==> src/rtl/rx_stats_pkg.sv <==
package rx_stats_pkg;
    localparam int NUM_CNT  = 19;
    localparam int ADDR_W   = 5;
    localparam int TYPE_W   = 16;
    localparam int NUM_BINS = 6;

    // counter / strobe indices (also read addresses)
    localparam int CI_TOTAL = 0;
    localparam int CI_BIN0  = 1;
    localparam int CI_UNDER = 7;
    localparam int CI_FRAG  = 8;
    localparam int CI_OVER  = 9;
    localparam int CI_JAB   = 10;
    localparam int CI_LONG  = 11;
    localparam int CI_INR   = 12;
    localparam int CI_OUTR  = 13;
    localparam int CI_VALID = 14;
    localparam int CI_VMC   = 15;
    localparam int CI_VBC   = 16;
    localparam int CI_PAUSE = 17;
    localparam int CI_UNSUP = 18;

    localparam int BIN_LO [NUM_BINS] = '{64, 65, 128, 256, 512, 1024};
    localparam int BIN_HI [NUM_BINS] = '{64, 127, 255, 511, 1023, 1518};

    localparam int STD_MIN       = 64;
    localparam int STD_MAX       = 1518;
    localparam int PAY_MIN_UNTAG = 46;
    localparam int PAY_MIN_TAG   = 42;
    localparam int LEN_FIELD_MAX = 1500;
    localparam int LEN_GAP_MAX   = 1535;
    localparam int OVH_UNTAG     = 18;
    localparam int OVH_TAG       = 22;
    localparam logic [TYPE_W-1:0] CTRL_TYPE = 16'h8808;
    localparam logic [TYPE_W-1:0] PAUSE_OP  = 16'h0001;

    typedef struct packed {
        logic [NUM_CNT-1:0] inc;
    } cls_state_t;
endpackage

==> src/rtl/rx_frame_classifier.sv <==
module rx_frame_classifier
    import rx_stats_pkg::*;
#(
    parameter int LEN_W   = 16,
    parameter int DA_W    = 48,
    parameter int MTU_LEN = 1518
) (
    input  logic               clk,
    input  logic               rst_n,
    input  logic               sum_valid,
    input  logic [LEN_W-1:0]   sum_len,
    input  logic               sum_fcs_ok,
    input  logic               sum_tagged,
    input  logic [DA_W-1:0]    sum_dst,
    input  logic [TYPE_W-1:0]  sum_lentype,
    input  logic [TYPE_W-1:0]  sum_paylen,
    input  logic [TYPE_W-1:0]  sum_opcode,
    input  logic [LEN_W-1:0]   cfg_max_pyld,
    output logic [NUM_CNT-1:0] inc_o
);
    cls_state_t cls_d, cls_q;

    logic [NUM_BINS-1:0] bin_hit;
    logic                len_short, len_big, len_mtu;
    logic [LEN_W:0]      long_lim;
    logic                is_long;
    logic [TYPE_W-1:0]   pay_min;
    logic                inr_a, inr_b, in_rng, out_rng;
    logic                is_bcast, is_mcast, is_ctrl, is_pause, frame_good;

    for (genvar g = 0; g < NUM_BINS; g++) begin : g_bin
        assign bin_hit[g] = (sum_len >= LEN_W'(BIN_LO[g])) &&
                            (sum_len <= LEN_W'(BIN_HI[g]));
    end

    assign len_short = sum_len < LEN_W'(STD_MIN);
    assign len_big   = sum_len > LEN_W'(STD_MAX);
    assign len_mtu   = sum_len > LEN_W'(MTU_LEN);
    assign long_lim  = {1'b0, cfg_max_pyld} +
                       (sum_tagged ? (LEN_W+1)'(OVH_TAG) : (LEN_W+1)'(OVH_UNTAG));
    assign is_long   = {1'b0, sum_len} > long_lim;

    assign pay_min = sum_tagged ? TYPE_W'(PAY_MIN_TAG) : TYPE_W'(PAY_MIN_UNTAG);
    assign inr_a   = (sum_lentype >= pay_min) &&
                     (sum_lentype <= TYPE_W'(LEN_FIELD_MAX)) &&
                     (sum_lentype != sum_paylen);
    assign inr_b   = (sum_lentype < pay_min) && (sum_paylen > pay_min);
    assign in_rng  = inr_a || inr_b;
    assign out_rng = (sum_lentype > TYPE_W'(LEN_FIELD_MAX)) &&
                     (sum_lentype <= TYPE_W'(LEN_GAP_MAX));

    assign is_bcast   = &sum_dst;
    assign is_mcast   = sum_dst[DA_W-8] && !is_bcast;
    assign is_ctrl    = sum_lentype == CTRL_TYPE;
    assign is_pause   = is_ctrl && (sum_opcode == PAUSE_OP);
    assign frame_good = sum_fcs_ok && !is_long && !in_rng && !out_rng;

    always_comb begin
        cls_d = '0;
        if (sum_valid) begin
            cls_d.inc[CI_TOTAL]            = 1'b1;
            cls_d.inc[CI_BIN0 +: NUM_BINS] = bin_hit;
            cls_d.inc[CI_UNDER]            = len_short && sum_fcs_ok;
            cls_d.inc[CI_FRAG]             = len_short && !sum_fcs_ok;
            cls_d.inc[CI_OVER]             = len_big && sum_fcs_ok;
            cls_d.inc[CI_JAB]              = len_mtu && !sum_fcs_ok;
            cls_d.inc[CI_LONG]             = is_long;
            cls_d.inc[CI_INR]              = in_rng;
            cls_d.inc[CI_OUTR]             = out_rng;
            cls_d.inc[CI_VALID]            = frame_good;
            cls_d.inc[CI_VMC]              = frame_good && is_mcast;
            cls_d.inc[CI_VBC]              = frame_good && is_bcast;
            cls_d.inc[CI_PAUSE]            = is_pause;
            cls_d.inc[CI_UNSUP]            = is_ctrl && !is_pause;
        end
    end

    always_ff @(posedge clk) begin
        if (!rst_n) cls_q <= '0;
        else        cls_q <= cls_d;
    end

    assign inc_o = cls_q.inc;


    bin_onehot_chk: assert property (@(posedge clk) disable iff (!rst_n)
        $onehot0(cls_q.inc[CI_BIN0 +: NUM_BINS]));

    runt_excl_chk: assert property (@(posedge clk) disable iff (!rst_n)
        !(cls_q.inc[CI_UNDER] && cls_q.inc[CI_FRAG]));

    undersize_follow_chk: assert property (@(posedge clk) disable iff (!rst_n)
        (sum_valid && sum_fcs_ok && sum_len < LEN_W'(STD_MIN)) |=> cls_q.inc[CI_UNDER]);

    dest_excl_chk: assert property (@(posedge clk) disable iff (!rst_n)
        !(cls_q.inc[CI_VMC] && cls_q.inc[CI_VBC]));

    dest_needs_valid_chk: assert property (@(posedge clk) disable iff (!rst_n)
        (cls_q.inc[CI_VMC] || cls_q.inc[CI_VBC]) |-> cls_q.inc[CI_VALID]);

    ctrl_excl_chk: assert property (@(posedge clk) disable iff (!rst_n)
        $onehot0({cls_q.inc[CI_PAUSE], cls_q.inc[CI_UNSUP]}));

    total_follow_chk: assert property (@(posedge clk) disable iff (!rst_n)
        sum_valid |=> cls_q.inc[CI_TOTAL]);

    idle_quiet_chk: assert property (@(posedge clk) disable iff (!rst_n)
        !sum_valid |=> (cls_q.inc == '0));
endmodule

==> src/rtl/rx_stat_bank.sv <==
module rx_stat_bank
    import rx_stats_pkg::*;
#(
    parameter int CNT_W = 32
) (
    input  logic               clk,
    input  logic               rst_n,
    input  logic [NUM_CNT-1:0] inc_i,
    input  logic               rd_en,
    input  logic [ADDR_W-1:0]  rd_addr,
    output logic [CNT_W-1:0]   rd_data,
    output logic               rd_ovf
);
    typedef struct packed {
        logic [NUM_CNT-1:0][CNT_W-1:0] cnt;
        logic [NUM_CNT-1:0]            ovf;
    } bank_t;

    bank_t bank_d, bank_q;

    always_comb begin
        bank_d = bank_q;
        for (int i = 0; i < NUM_CNT; i++) begin
            if (inc_i[i]) bank_d.cnt[i] = bank_q.cnt[i] + CNT_W'(1);
            if (rd_en && rd_addr == ADDR_W'(i)) bank_d.ovf[i] = 1'b0;
            if (inc_i[i] && bank_q.cnt[i] == '1) bank_d.ovf[i] = 1'b1;
        end
    end

    always_ff @(posedge clk) begin
        if (!rst_n) bank_q <= '0;
        else        bank_q <= bank_d;
    end

    always_comb begin
        rd_data = '0;
        rd_ovf  = 1'b0;
        for (int i = 0; i < NUM_CNT; i++) begin
            if (rd_addr == ADDR_W'(i)) begin
                rd_data = bank_q.cnt[i];
                rd_ovf  = bank_q.ovf[i];
            end
        end
    end

    for (genvar g = 0; g < NUM_CNT; g++) begin : g_chk

        cnt_step_chk: assert property (@(posedge clk) disable iff (!rst_n)
            inc_i[g] |=> bank_q.cnt[g] == $past(bank_q.cnt[g]) + CNT_W'(1));

        cnt_hold_chk: assert property (@(posedge clk) disable iff (!rst_n)
            !inc_i[g] |=> $stable(bank_q.cnt[g]));

        no_overflow_loss_chk: assert property (@(posedge clk) disable iff (!rst_n)
            (inc_i[g] && bank_q.cnt[g] == '1) |=> bank_q.ovf[g]);
    end
endmodule

==> src/rtl/rx_frame_stats.sv <==
module rx_frame_stats
    import rx_stats_pkg::*;
#(
    parameter int LEN_W   = 16,
    parameter int CNT_W   = 32,
    parameter int MTU_LEN = 1518
) (
    input  logic               clk,
    input  logic               rst_n,
    input  logic               sum_valid,
    input  logic [LEN_W-1:0]   sum_len,
    input  logic               sum_fcs_ok,
    input  logic               sum_tagged,
    input  logic [47:0]        sum_dst,
    input  logic [15:0]        sum_lentype,
    input  logic [15:0]        sum_paylen,
    input  logic [15:0]        sum_opcode,
    input  logic [LEN_W-1:0]   cfg_max_pyld,
    output logic [18:0]        inc_o,
    input  logic               rd_en,
    input  logic [4:0]         rd_addr,
    output logic [CNT_W-1:0]   rd_data,
    output logic               rd_ovf
);
    logic [NUM_CNT-1:0] inc_w;

    rx_frame_classifier #(
        .LEN_W  (LEN_W),
        .DA_W   (48),
        .MTU_LEN(MTU_LEN)
    ) u_cls (
        .clk         (clk),
        .rst_n       (rst_n),
        .sum_valid   (sum_valid),
        .sum_len     (sum_len),
        .sum_fcs_ok  (sum_fcs_ok),
        .sum_tagged  (sum_tagged),
        .sum_dst     (sum_dst),
        .sum_lentype (sum_lentype),
        .sum_paylen  (sum_paylen),
        .sum_opcode  (sum_opcode),
        .cfg_max_pyld(cfg_max_pyld),
        .inc_o       (inc_w)
    );

    rx_stat_bank #(
        .CNT_W(CNT_W)
    ) u_bank (
        .clk    (clk),
        .rst_n  (rst_n),
        .inc_i  (inc_w),
        .rd_en  (rd_en),
        .rd_addr(rd_addr),
        .rd_data(rd_data),
        .rd_ovf (rd_ovf)
    );

    assign inc_o = inc_w;
endmodule

==> config.mk <==
export PLATFORM = sky130hd
export DESIGN_NAME = rx_frame_stats
export DESIGN_NICKNAME = d
export VERILOG_FILES = /design/src/rtl/rx_stats_pkg.sv /design/src/rtl/rx_frame_classifier.sv /design/src/rtl/rx_stat_bank.sv /design/src/rtl/rx_frame_stats.sv
export SDC_FILE = /design/constraint.sdc
export NUM_CORES = 2
export LEC_CHECK = 0
export ABC_AREA = 1
export BUFFER_PORTS_ARGS = -buffer_cell sky130_fd_sc_hd__buf_2
export CORE_MARGIN = 10
export CORE_UTILIZATION = 55
export DETAILED_ROUTE_END_ITERATION = 16
export PLACE_DENSITY_LB_ADDON = 0.25
export SYNTH_ARGS = -nofsm -noshare
export SYNTH_HDL_FRONTEND = slang
export SYNTH_SLANG_ARGS = --single-unit
==> constraint.sdc <==
create_clock -name clk -period 2.78 [get_ports clk]
set_input_delay 0 -clock clk [delete_from_list [all_inputs] [get_ports clk]]
set_output_delay 0 -clock clk [all_outputs]
set_load 0.05 [all_outputs]
==> summary.md <==
| Metric | Value |
|---|---|
| PortBufs | 190 |
| Final Power | 20.06 mW |
| Starting DRT DRC Count | 4398 |
| Max-cap viol count | 0 |
| Post-route ant nets | 0 |
| Number of synthesized flops with an enable pin | 0 |
| Gpl congestion | 1.035 |
| Ports | 191 |
| Clock Pin Slew Worst Setup and Hold Paths | 60 ps |
| Clock root buffer | clkbuf_16 |
| Placement Setup Slack | -326.1 ps |
| Rows | 95 |
| Die area | 78130 sq um |
| Synth Cell Area | 37040 sq um |
| Final core occ | 64.69% |
| Worst hold path depth | 5 |
| DIE WIDTH | 279.5 um |
| Synth area leader | dfxtp_1 |
| Core area | 66920 sq um |
| Switching power share of the total | 23.51% |
| Fmax | 331.2 MHz |
| Syn nets | 5992 |
| Die Ht | 279.5 um |
| Status | complete, but fails checks |
| Async set-reset flop share out of synthesis | 0% |
| Clock skew | 22.10 ps |
| Logic gate share of total power | 5.2% |
| Vias in the first global route | 37.73k |
| Post-DR wirelength/cell | 18.88 um |
| CP Capture Type | output port |
| Vias | 40.51k |
| Internal | 15.34 mW |
| Post-route DRC violation count | 0 |
| FF-to-FF path depth | 11 |
| DRT Wirelength | 132700 um |
| Synth top area share | 34.91% |
| Sequential share of power | 46.2% |
| Crit path time final | 3019 ps |
| PwrDens | 463.4 nW/um^2 |
| Unrepaired setup endpoints after global routing | yes |
| Final Hold Viols | 0 |
| Worst-Margin Slew | 891.0 ps |
| P_leak | 14.98 nW |
| Filler cells | 6194 |
| Final net count | 6285 |
| Sequential share of the synthesized area | 34.91% |
| Part of the power in the clock network | 48.6% |
| Drt pass-1 iters | 6 |
| Layout area overhead | 16.87% |
| Routed vias/inst | 5.762 |
| R2r setup slk | 230 ps |
| Grt total ovfl | 0 |
| FF+latch count, synth | 646 |
| Initial Util | 55.35% |
| Share of layout cells above drive strength 1 | 12.56% |
| Slew Viols, Final | 0 |
| NetSw | 4.717 mW |
| GRT Util Overall | 32.73% |
| Top_reg_cell synth | dfxtp_1 |
| Final setup fails | 13 |
| CTS buffer count | 73 |
| Clk sinks | 646 |
| Hpwl dp | 102200 um |
| WP data arrival | 3020 ps |
| First-pass GRT wire length | 204500 um |
| Post-Syn Instances | 5814 |
| Failing checks | setup timing |
| CTS tree | yes |
| Clk Latency, worst-skew pair | 640 ps |
| Hold Path Class | input pin to register |
| Max rail drop VDD | 396.7 uV |
| Yosys warning count | 0 |
| Synth area leaders | dfxtp_1 35%, nand2_1 12%, inv_1 8.5% |
| CP Launch Type | register |
| H-tree depth | 3 |
| Worst-case clock buffer depth | 3 |
| Setup ws final | -239.0 ps |
| Crit Path Class | register to output port |
| Relative slew slack | 40.54% |
| Pin count of the biggest net entering global routing | 118 |
| Netlist cell types | 57 |
| Crit share post-route | 108.6% |
| Crit path max fanout | 2 |
| Most numerous cell in the Yosys netlist | nand2_1 |
| Initial antenna violation count | 3 |
| Worst path required time | 2780 ps |
| Commonest cells post-synth | 1222 x nand2_1, 836 x inv_1, 767 x nor2_1 |
| Avg Inst Size Synth | 6.371 sq um |
-- layer usage --
metal  part of all wire [%]  global-route usage, %
met1                     41                  40.71
met2                     44                  52.20
met3                    8.3                  5.741
met4                    6.8                  20.36
met5                 0.0053                      0
-- cell usage in the layout, fill, tap and decap left out, drive strengths merged, types with 24 or more instances in the layout --
| cell | n |
|---|---|
| nand2 | 1232 |
| inv | 862 |
| nor2 | 814 |
| dfxtp | 646 |
| a21oi | 394 |
| nor3 | 369 |
| o21ai | 350 |
| buf | 319 |
| nand3 | 299 |
| nand4 | 261 |
| nor4 | 125 |
| clkbuf | 108 |
| xor2 | 74 |
| dlygate4sd3 | 42 |
| ha | 38 |
| xnor2 | 32 |
| o21a | 25 |
| or2 | 24 |
-- cell families (layout without fill, tap and decap cells) --
family	count (synthesis)	in the layout	synth area share, %
compound gates	844	844	12.13
xor+xnor	106	106	2.506
fa+ha+maj	39	39	1.338
buf+inv	1011	1351	10.33
flops	646	646	34.91
other cells	0	3	0
simple gates	3168	3169	38.78
-- critical path, stage by stage (launching register included) --
cell	delay, ps
dfxtp_4	350
nand4_1	110
nand3_2	130
nor2_4	180
nand4_1	160
nor2_2	200
nand4_1	140
nor2_2	210
nand4_1	260
nor2_2	300
nand4_1	150
buf_6	180
-- registers in the layout, summed over array words and instances (netlist names) --
signal,count
u_cls.inc_o,19
u_bank.bank_q,627
-- final timing paths --
check                                       start                         endpoint
hold reg to reg   u_bank.bank_q[229]$_SDFFE_PN0P_  u_bank.bank_q[229]$_SDFFE_PN0P_
hold / removal                        sum_len[14]        u_cls.inc_o[5]$_SDFF_PN0_
setup / recovery   u_bank.bank_q[68]$_SDFFE_PN0P_                      rd_data[17]
setup reg to reg  u_bank.bank_q[595]$_SDFFE_PN0P_  u_bank.bank_q[622]$_SDFFE_PN0P_
-- power groups by stage --
stage	clock, mW	combinational, mW	sequential, mW
floorplan	0	0.543	9.50
global placement	0	0.942	9.49
detailed placement	0	0.952	9.50
CTS	9.83	1.00	9.28
global route	10.2	1.12	9.27
finish	9.76	1.04	9.27
-- area by class of cell --
| cell class | count | area, sq um | share of cell area [%] |
|---|---|---|---|
| repair buffers | 361 | 2609 | 6.026 |
| well taps | 873 | 1092 | 2.523 |
| clock inverters | 15 | 185.2 | 0.4278 |
| inverters | 867 | 3268 | 7.549 |
| diodes | 3 | 7.507 | 0.01734 |
| clock buffers | 108 | 2173 | 5.020 |
| multi-input cells | 4158 | 20900 | 48.28 |
| flip-flops and latches | 646 | 13060 | 30.16 |
-- stage by stage --
step,setup TNS (ps),hold WS [ps],area [sq um],std cells
floorplan,0,78.06,37040,5814
global route,-1314,58.65,43290,7029
detailed placement,-6266,269.0,39480,6844
global placement,-6179,266.8,39480,6844
CTS,-1345,2.944,42930,7023
finish,-1127,54.44,43290,7031
-- repair_timing --
| item | 4_1_cts | 5_1_grt |
|---|---|---|
| setup endpoints to repair | 33 | 40 |
| cloned | 0 | 1 |
| hold buffers | 43 | 0 |
| gates resized for setup | 188 | 126 |
| pin swaps | 92 | 126 |
| endpoints found under the hold margin | 95 | 0 |
| buffers inserted | 13 | 6 |
Power figures use the tool's default switching activity.
